### src/rtl/pathsel_pkg.sv
package pathsel_pkg;

  localparam int NUM_ENG = 4;

  // Bit order of this struct is the priority order: bit 0 is tried first.
  typedef struct packed {
    logic fallback;
    logic blit3d;
    logic scaledImg;
    logic linear;
  } eligT;

endpackage

### src/rtl/pathsel_datapath.sv
module pathsel_datapath
  import pathsel_pkg::*;
#(
  parameter int COORD_W    = 16,
  parameter int DIM_W      = 16,
  parameter int CPP_W      = 4,
  parameter int PITCH_W    = 16,
  parameter int OFF_W      = 32,
  parameter int ALIGN      = 64,
  parameter int SRC_MAX    = 1024,
  parameter int SWZ_MAX    = 2048,
  parameter int MIN_DIM    = 2,
  parameter int MAX_CPP    = 4
) (
  input  logic               newGen,
  input  logic [COORD_W-1:0] srcX0,
  input  logic [COORD_W-1:0] srcX1,
  input  logic [COORD_W-1:0] srcY0,
  input  logic [COORD_W-1:0] srcY1,
  input  logic [DIM_W-1:0]   srcW,
  input  logic [DIM_W-1:0]   srcH,
  input  logic [DIM_W-1:0]   srcD,
  input  logic [CPP_W-1:0]   srcCpp,
  input  logic [PITCH_W-1:0] srcPitch,
  input  logic [COORD_W-1:0] dstX0,
  input  logic [COORD_W-1:0] dstX1,
  input  logic [COORD_W-1:0] dstY0,
  input  logic [COORD_W-1:0] dstY1,
  input  logic [DIM_W-1:0]   dstW,
  input  logic [DIM_W-1:0]   dstH,
  input  logic [DIM_W-1:0]   dstD,
  input  logic [CPP_W-1:0]   dstCpp,
  input  logic [PITCH_W-1:0] dstPitch,
  input  logic [OFF_W-1:0]   dstOffset,
  input  logic               dstVram,
  output eligT               elig
);

  localparam logic [DIM_W-1:0]   SRC_LIM   = DIM_W'(SRC_MAX);
  localparam logic [DIM_W-1:0]   SWZ_LIM   = DIM_W'(SWZ_MAX);
  localparam logic [DIM_W-1:0]   DIM_FLOOR = DIM_W'(MIN_DIM);
  localparam logic [DIM_W-1:0]   FLAT_D    = DIM_W'(1);
  localparam logic [CPP_W-1:0]   CPP_LIM   = CPP_W'(MAX_CPP);
  localparam logic [CPP_W-1:0]   CPP_ONE   = CPP_W'(1);
  localparam logic [PITCH_W-1:0] P_MASK    = PITCH_W'(ALIGN - 1);
  localparam logic [OFF_W-1:0]   O_MASK    = OFF_W'(ALIGN - 1);

  // span comparison
  logic [COORD_W-1:0] srcSpanX, srcSpanY, dstSpanX, dstSpanY;
  logic               scaled;

  always_comb begin
    srcSpanX = srcX1 - srcX0;
    srcSpanY = srcY1 - srcY0;
    dstSpanX = dstX1 - dstX0;
    dstSpanY = dstY1 - dstY0;
    scaled   = (srcSpanX != dstSpanX) || (srcSpanY != dstSpanY);
  end

  // layout and alignment facts
  logic srcLinear, dstLinear, dstOffAligned, dstPitchAligned;
  logic srcFlat, dstFlat;

  always_comb begin
    srcLinear       = (srcPitch != '0);
    dstLinear       = (dstPitch != '0);
    dstOffAligned   = ((dstOffset & O_MASK) == '0);
    dstPitchAligned = ((dstPitch & P_MASK) == '0);
    srcFlat         = (srcD <= FLAT_D);
    dstFlat         = (dstD <= FLAT_D);
  end

  // size windows; the upper bound tests the OR of both dimensions
  logic srcSizeOk, dstSwzSizeOk, dstMinOk;

  always_comb begin
    srcSizeOk    = ((srcW | srcH) <= SRC_LIM) && (srcW >= DIM_FLOOR) && (srcH >= DIM_FLOOR);
    dstMinOk     = (dstW >= DIM_FLOOR) && (dstH >= DIM_FLOOR);
    dstSwzSizeOk = ((dstW | dstH) <= SWZ_LIM) && dstMinOk;
  end

  // per-engine rules
  logic okLinear, okScaled, okBlit, okFallback;
  logic scaledDstOk;

  always_comb begin
    okLinear    = srcLinear && dstLinear && !scaled;

    if (dstLinear) scaledDstOk = dstVram && dstPitchAligned;
    else           scaledDstOk = dstSwzSizeOk;

    okScaled    = srcLinear && srcSizeOk && srcFlat && dstFlat &&
                  dstOffAligned && scaledDstOk;

    okBlit      = newGen && dstOffAligned && dstPitchAligned && dstFlat &&
                  dstMinOk && (dstCpp <= CPP_LIM) && (srcCpp <= CPP_LIM) &&
                  !((dstCpp == CPP_ONE) && !dstLinear);

    okFallback  = !scaled;
  end

  always_comb begin
    elig.linear    = okLinear;
    elig.scaledImg = okScaled;
    elig.blit3d    = okBlit;
    elig.fallback  = okFallback;
  end

endmodule

### src/rtl/pathsel_ctrl.sv
module pathsel_ctrl
  import pathsel_pkg::*;
(
  input  logic               clk,
  input  logic               rst,
  input  logic               reqValid,
  input  eligT               elig,
  output logic [NUM_ENG-1:0] engineSel,
  output logic               selValid,
  output logic               noEngine
);

  logic [NUM_ENG-1:0] eligVec;
  logic [NUM_ENG-1:0] pick;
  logic               anyElig;

  assign eligVec = elig;

  // fixed priority: lowest set bit wins
  always_comb begin
    pick = '0;
    for (int i = NUM_ENG - 1; i >= 0; i--) begin
      if (eligVec[i]) begin
        pick    = '0;
        pick[i] = 1'b1;
      end
    end
    anyElig = |eligVec;
  end

  always_ff @(posedge clk) begin
    if (rst) begin
      engineSel <= '0;
      selValid  <= 1'b0;
      noEngine  <= 1'b0;
    end else begin
      engineSel <= reqValid ? pick : '0;
      selValid  <= reqValid && anyElig;
      noEngine  <= reqValid && !anyElig;
    end
  end

endmodule

### src/rtl/pathsel_top.sv
module pathsel_top
  import pathsel_pkg::*;
#(
  parameter int COORD_W = 16,
  parameter int DIM_W   = 16,
  parameter int CPP_W   = 4,
  parameter int PITCH_W = 16,
  parameter int OFF_W   = 32
) (
  input  logic               clk,
  input  logic               rst,
  input  logic               reqValid,
  input  logic               newGen,
  input  logic [COORD_W-1:0] srcX0,
  input  logic [COORD_W-1:0] srcX1,
  input  logic [COORD_W-1:0] srcY0,
  input  logic [COORD_W-1:0] srcY1,
  input  logic [DIM_W-1:0]   srcW,
  input  logic [DIM_W-1:0]   srcH,
  input  logic [DIM_W-1:0]   srcD,
  input  logic [CPP_W-1:0]   srcCpp,
  input  logic [PITCH_W-1:0] srcPitch,
  input  logic [COORD_W-1:0] dstX0,
  input  logic [COORD_W-1:0] dstX1,
  input  logic [COORD_W-1:0] dstY0,
  input  logic [COORD_W-1:0] dstY1,
  input  logic [DIM_W-1:0]   dstW,
  input  logic [DIM_W-1:0]   dstH,
  input  logic [DIM_W-1:0]   dstD,
  input  logic [CPP_W-1:0]   dstCpp,
  input  logic [PITCH_W-1:0] dstPitch,
  input  logic [OFF_W-1:0]   dstOffset,
  input  logic               dstVram,
  output logic [3:0]         engineSel,
  output logic               selValid,
  output logic               noEngine
);

  eligT elig;

  pathsel_datapath #(
    .COORD_W(COORD_W), .DIM_W(DIM_W), .CPP_W(CPP_W),
    .PITCH_W(PITCH_W), .OFF_W(OFF_W)
  ) u_dp (
    .newGen(newGen),
    .srcX0(srcX0), .srcX1(srcX1), .srcY0(srcY0), .srcY1(srcY1),
    .srcW(srcW), .srcH(srcH), .srcD(srcD), .srcCpp(srcCpp), .srcPitch(srcPitch),
    .dstX0(dstX0), .dstX1(dstX1), .dstY0(dstY0), .dstY1(dstY1),
    .dstW(dstW), .dstH(dstH), .dstD(dstD), .dstCpp(dstCpp), .dstPitch(dstPitch),
    .dstOffset(dstOffset), .dstVram(dstVram),
    .elig(elig)
  );

  pathsel_ctrl u_ctrl (
    .clk(clk), .rst(rst), .reqValid(reqValid), .elig(elig),
    .engineSel(engineSel), .selValid(selValid), .noEngine(noEngine)
  );

endmodule

### config.mk
export PLATFORM = sky130hd
export DESIGN_NAME = pathsel_top
export DESIGN_NICKNAME = d
export VERILOG_FILES = /design/src/rtl/pathsel_pkg.sv /design/src/rtl/pathsel_datapath.sv /design/src/rtl/pathsel_ctrl.sv /design/src/rtl/pathsel_top.sv
export SDC_FILE = /design/constraint.sdc
export NUM_CORES = 1
export LEC_CHECK = 0
export ABC_AREA = 1
export BUFFER_PORTS_ARGS = -buffer_cell sky130_fd_sc_hd__buf_4
export CELL_PAD_IN_SITES_DETAIL_PLACEMENT = 0
export CELL_PAD_IN_SITES_GLOBAL_PLACEMENT = 1
export CORE_UTILIZATION = 29
export CTS_CLUSTER_SIZE = 40
export DETAILED_ROUTE_END_ITERATION = 7
export GPL_TIMING_DRIVEN = 0
export HOLD_SLACK_MARGIN = 0.1
export PLACE_DENSITY_LB_ADDON = 0.12
export SETUP_SLACK_MARGIN = 0.2
export SYNTH_ARGS = -nofsm -noshare
export SYNTH_HDL_FRONTEND = slang
export SYNTH_SLANG_ARGS = --single-unit
### constraint.sdc
create_clock -name clk -period 3.5 [get_ports clk]
set_input_delay 1.05 -clock clk [delete_from_list [all_inputs] [get_ports clk]]
set_output_delay 1.05 -clock clk [all_outputs]
set_load 0.01 [all_outputs]
Yosys cells after proc, flatten, opt, wreduce, memory -nomap -nowiden
Cells that the tools add are included.
{"block": "totals", "ff_bits": 6, "wordCells": 67, "inputBits": 301}
{"block": "classes", "magnitude_cmp": 10, "bitwise_logic": 3, "add_sub_neg": 4, "n_reduce_logical": 36, "eq_ne": 3, "mux": 5}
{"op": "greater-or-equal comparator 16 x 2 -> 1 bit, second input constant", "n": 4}
{"op": "subtractor 16 bit", "n": 4}
{"op": "<= comparator 16 x 1 -> 1 bit, second input constant", "n": 2}
{"op": "logical NOT 32 bit", "n": 1}
{"op": "!= test 16 bit", "n": 2}
{"op": "bitwise OR 16 bit", "n": 2}
{"op": "nonzero test 16 bit", "n": 2}
{"op": "logical AND 1 bit", "n": 22}
{"op": "<= comparator 16 x 11 -> 1 bit, second input constant", "n": 1}
{"op": "<= comparator 16 x 12 -> 1 bit, second input constant", "n": 1}
{"op": "logical NOT 16 bit", "n": 1}
{"op": "<= comparator 4 x 3 -> 1 bit, second input constant", "n": 2}
{"op": "OR reduction 4 bit", "n": 2}
{"op": "OR reduction 5 bit", "n": 1}
{"op": "equality test 4 x 1 -> 1 bit, second input constant", "n": 1}
{"op": "logical NOT 1 bit", "n": 4}
{"op": "two-way mux 4 bit", "n": 1}
{"op": "two-way mux 3 bit", "n": 1}
{"op": "OR reduction 3 bit", "n": 1}
{"op": "two-way mux 1 bit", "n": 2}
{"op": "two-way mux 2 bit", "n": 1}
{"op": "OR reduction 2 bit", "n": 1}
{"op": "logical OR 1 bit", "n": 1}
{"op": "NOT 1 bit", "n": 1}

Depth between registers and ports, before layout
{"block": "logic_depth", "word_depth": 12, "ltp_mapped": 21, "ltp_nobuf": 21}

By module
A second synthesis with hierarchy kept.
{"block": "unflattened", "hier_cells": 1026, "area_unflattened_um2": 5298.8}
{"mod": "pathsel_datapath", "seq_area_each_um2": 0.0, "area_per_inst_um2": 5102.4, "n_inst": 1, "cells_each": 1002}
{"mod": "pathsel_ctrl", "seq_area_each_um2": 120.1, "area_per_inst_um2": 196.4, "n_inst": 1, "cells_each": 24}

Least setup slack after synthesis
OpenSTA, ideal clock, no wires.
{"block": "synth_path", "path_type": "input port to flip-flop", "startpoint": "input dstX1[0]", "endpoint": "register u_ctrl.engineSel[1]", "t_arrival_ns": 2.875, "setup_time_ns": 0.112, "cell_stages": 21, "setup_slack_ns": 0.513, "cell_sequence": "inv_1 -> ha_1 -> fa_1 -> inv_1 -> nand3_1 -> nand2_2 -> nand2_2 -> nand2_2 -> nand2_2 -> nand2_1 -> nand2_1 -> nand2_1 -> nand2_1 -> nand2_1 -> nand2_1 -> nor2_1 -> nand2_1 -> nor2_2 -> nand3_2 -> nand2_2 -> nor2_1"}
{"block": "synth_between", "elab_chain_len": 6}
{"element": "start: declaration", "line_no": "pathsel_top.sv:24", "source": "input logic [COORD_W-1:0] dstX1,"}
{"element": "subtractor 16 bit", "line_no": "pathsel_datapath.sv:55", "source": "dstSpanX = dstX1 - dstX0;"}
{"element": "!= test 16 bit", "line_no": "pathsel_datapath.sv:57", "source": "scaled = (srcSpanX != dstSpanX) || (srcSpanY != dstSpanY);"}
{"element": "logical OR 1 bit", "line_no": "pathsel_datapath.sv:57"}
{"element": "logical NOT 1 bit", "line_no": "pathsel_datapath.sv:87", "source": "okLinear = srcLinear && dstLinear && !scaled;"}
{"element": "logical AND 1 bit", "line_no": "pathsel_datapath.sv:87"}
{"element": "OR reduction 3 bit (no line)"}
{"element": "end signal: assignment", "line_no": "pathsel_ctrl.sv:37", "source": "engineSel <= reqValid ? pick : '0;"}
{"element": "end: declaration", "line_no": "pathsel_ctrl.sv:8", "source": "output logic [NUM_ENG-1:0] engineSel,"}
Every way passes these cells.
A chain may end at the register's enable or synchronous reset.

Final worst setup path
{"block": "layout_path", "startpoint": "input dstX0[0]", "endpoint": "register u_ctrl.engineSel[1]"}
{"block": "layout_between", "elab_chain_len": 6}
{"element": "start: declaration", "line_no": "pathsel_top.sv:23", "source": "input logic [COORD_W-1:0] dstX0,"}
{"element": "subtractor 16 bit", "line_no": "pathsel_datapath.sv:55"}
{"element": "!= test 16 bit", "line_no": "pathsel_datapath.sv:57"}
{"element": "logical OR 1 bit", "line_no": "pathsel_datapath.sv:57"}
{"element": "logical NOT 1 bit", "line_no": "pathsel_datapath.sv:87"}
{"element": "logical AND 1 bit", "line_no": "pathsel_datapath.sv:87"}
{"element": "OR reduction 3 bit (no line)"}
Every way passes these cells.

==> run metrics <==
status=finished clean; height of the chip=approximately 140 um; path type of the worst min-delay path=input pin to flip-flop; Combinational Power Share=between 80% and 90%; distinct cell type count after synthesis=43; netlist area before placement=0.00568 mm2; wire length of the first global-routing pass=between 30000 and 40000 um; net switching component of the power=~730 uW; worst voltage drop across the vdd grid=slightly above 100 uV; vias post-DR=roughly 7400; highest clock frequency the design can meet=323 MHz; Gate Count Post-Synth=roughly 1100; share of synthesized flip-flops with an asynchronous set or reset=0%; fraction of post-synthesis cell area in the top cell type by area=~29%; maximum number of pins on one net before global-route repair=9; Yosys top cell by area=nand2_1; routability cong.=0.827; post-route ant nets=0; Syn. warnings=0; actual transition at the worst max-transition pin=about 600 ps; die width=between 100 and 150 um; CTS H-tree depth=1; number of storage elements in the synthesis netlist=6; Max Buffers Root-to-Sink=2; average wire length per cell after detail routing=~12 um; Mean Syn Cell Area=between 5 and 6 um2; starting DRC count in detailed routing=265; endpoint required time on the critical path=3620 ps; net count after synthesis=1498; count of buffers inserted at the top-level ports=approximately 280; vias in the first global route=roughly 6900; Fin. Hold Viols=0; count of maximum capacitance violations=0; clock-pin slew reported for the worst setup and hold paths after clock tree synthesis=30 ps; area enclosed by the die boundary=around 0.02 mm2; post-layout instance count excluding filler cells=around 1700; arrival time worst endpoint=3220 ps; pwr/cell area=between 150 and 200 mW/mm2; Sequential Power Share=4.7%; placed cells=between 1500 and 2000; primary flip-flop cell chosen by synthesis mapping=dfxtp_1; headroom to the max-slew limit=about three fifths; endpoint class of the critical path=flip-flop; most frequent cell after synthesis=nand2_1; number of standard-cell rows in the floorplan=50; fraction of layout cells with a size suffix above 1=25.9%; number of max-slew violations in the final report=0; most area-consuming cells after synthesis=nand2_1 29%, inv_1 15%, ha_1 14%, nand3_1 8.8%, nor2_1 6.7%; LEAKAGE=about 0.0051 uW; Post-layout nets=around 1800; final clock period utilization by the worst path=around nine tenths; master cell of the clock root buffer=clkbuf_16; switching part of the total power=48.5%; Tot GR Track Use=19.7%; largest fanout on the critical path=3; area of the placeable core=about 0.019 mm2; CTS tree=done; DP Wirelength=18500 um; first-pass iteration count of the detailed router=5; sequential share of the synthesized area=approximately 2.1%; number of antenna violations at the first check in global routing=1; Fill cells=between 2000 and 2500; count of flip-flops with a built-in enable after synthesis=0; post-route DRC violation count=0; number of top-level pins=307; synthesis-to-layout area growth=45.5%; number of buffers created by CTS=3; initial core utilization=approximately 30%; final-report setup violation count=0; Worst Setup Path Type=input pin to flip-flop; Tmin final=between 3000 and 4000 ps; total wirelength of the detailed-routed design=around 20000 um; critical path startpoint category=input pin; hold buffers post-CTS=0; unrepaired setup endpoints after global routing=false; Cell Int Power=between 700 and 800 uW; proportion of power drawn by the clock network=12.2%; most common library cells after synthesis=440 x nand2_1, 226 x inv_1, 102 x nor2_1; GRT Residual Overflow=0; worst hold slack after final layout=roughly 1100 ps; CTS sink cnt=6; routed vias/inst=4.42
==> routing by layer <==
layer,vias to the layer above,global-route usage (%),wire length (um)
met2,182,37.5,9990
li1,4057,-,-
met1,3148,23.7,8790
met4,0,3.34,267
met3,10,2.23,1050
met5,-,0,0
==> kinds of logic after synthesis <==
kind of cell / share of synthesized area [%]
adder cells (fa/ha/maj): 15.5
buffers and inverters: 15.7
flip-flops: 2.12
AO/OA/AOI/OAI: 5.84
AND/OR/NAND/NOR: 57.3
XOR/XNOR: 3.53
==> final timing paths <==
check                    start             endpoint  cells past startpoint  slack, ps
worst max-delay path  dstX0[0]  u_ctrl.engineSel[1]                     17        400
worst min-delay path       rst  u_ctrl.engineSel[3]                      4       1130
==> what timing repair did <==
item	4_1_cts	5_1_grt
setup buffers	0	1
resized for setup	0	26
setup endpoints to repair	0	6
==> final cells by class <==
class	count	area [um2]	area share [%]
diodes	1	2.50	0.0303
plain buffers	3	27.5	0.333
clock buffers	3	75.1	0.909
inverters	230	863	10.4
multi-input cells	890	4750	57.4
flip-flops and latches	6	120	1.45
well taps	260	325	3.94
repair buffers	280	2100	25.4
==> cell usage in the layout (no fill, tap or decap), types with 6 or more instances in the layout <==
master	count
nand2_1	433
buf_4	280
inv_1	224
nor2_1	99
nand3_1	95
ha_1	64
a21oi_1	31
nand2_2	30
nor4_1	20
xnor2_1	13
nand3_2	11
nand4_1	10
nand3b_1	10
a21oi_2	8
xor2_1	8
nor3_1	7
and2_1	7
inv_2	6
dfxtp_1	6
==> registers in the layout, indices dropped and copies added (netlist names) <==
name	flops
u_ctrl.selValid	1
u_ctrl.engineSel	4
u_ctrl.noEngine	1
==> power by group through the flow <==
stage                     Clock, uW  Combinational, uW  Sequential [uW]
after floorplan                   0                788             70.9
final                           183               1250             70.1
after detailed placement          0               1230             71.1
after global routing            190               1420             70.1
after global placement            0               1220             71.1
after CTS                       186               1240             70.2
==> critical path: stages <==
cell	delay, ps
buf_4	110
ha_1	200
fa_2	540
xnor2_1	110
o21ai_1	90
nor2_2	100
nand2_1	60
nor2_1	90
nand2_1	60
nor2_1	120
nand3_1	100
nor2_2	150
nand2_2	90
nor2_4	130
nand3_2	90
nand2_2	80
nor2_1	40
==> stage by stage <==
step | worst slack [ps] | util, % | power [uW] | area, um2 | setup TNS (ps)
global placement | -12.9 | 42.7 | 1300 | 8100 | -25.8
floorplan | 513 | - | 859 | 5680 | 0
detailed placement | -30.1 | 42.7 | 1300 | 8100 | -95.6
finish | 403 | 43.6 | 1500 | 8260 | 0
CTS | 203 | 43.1 | 1500 | 8170 | 0
global route | 199 | 43.6 | 1690 | 8260 | 0
Note: power is estimated with default switching activity, not from simulation.
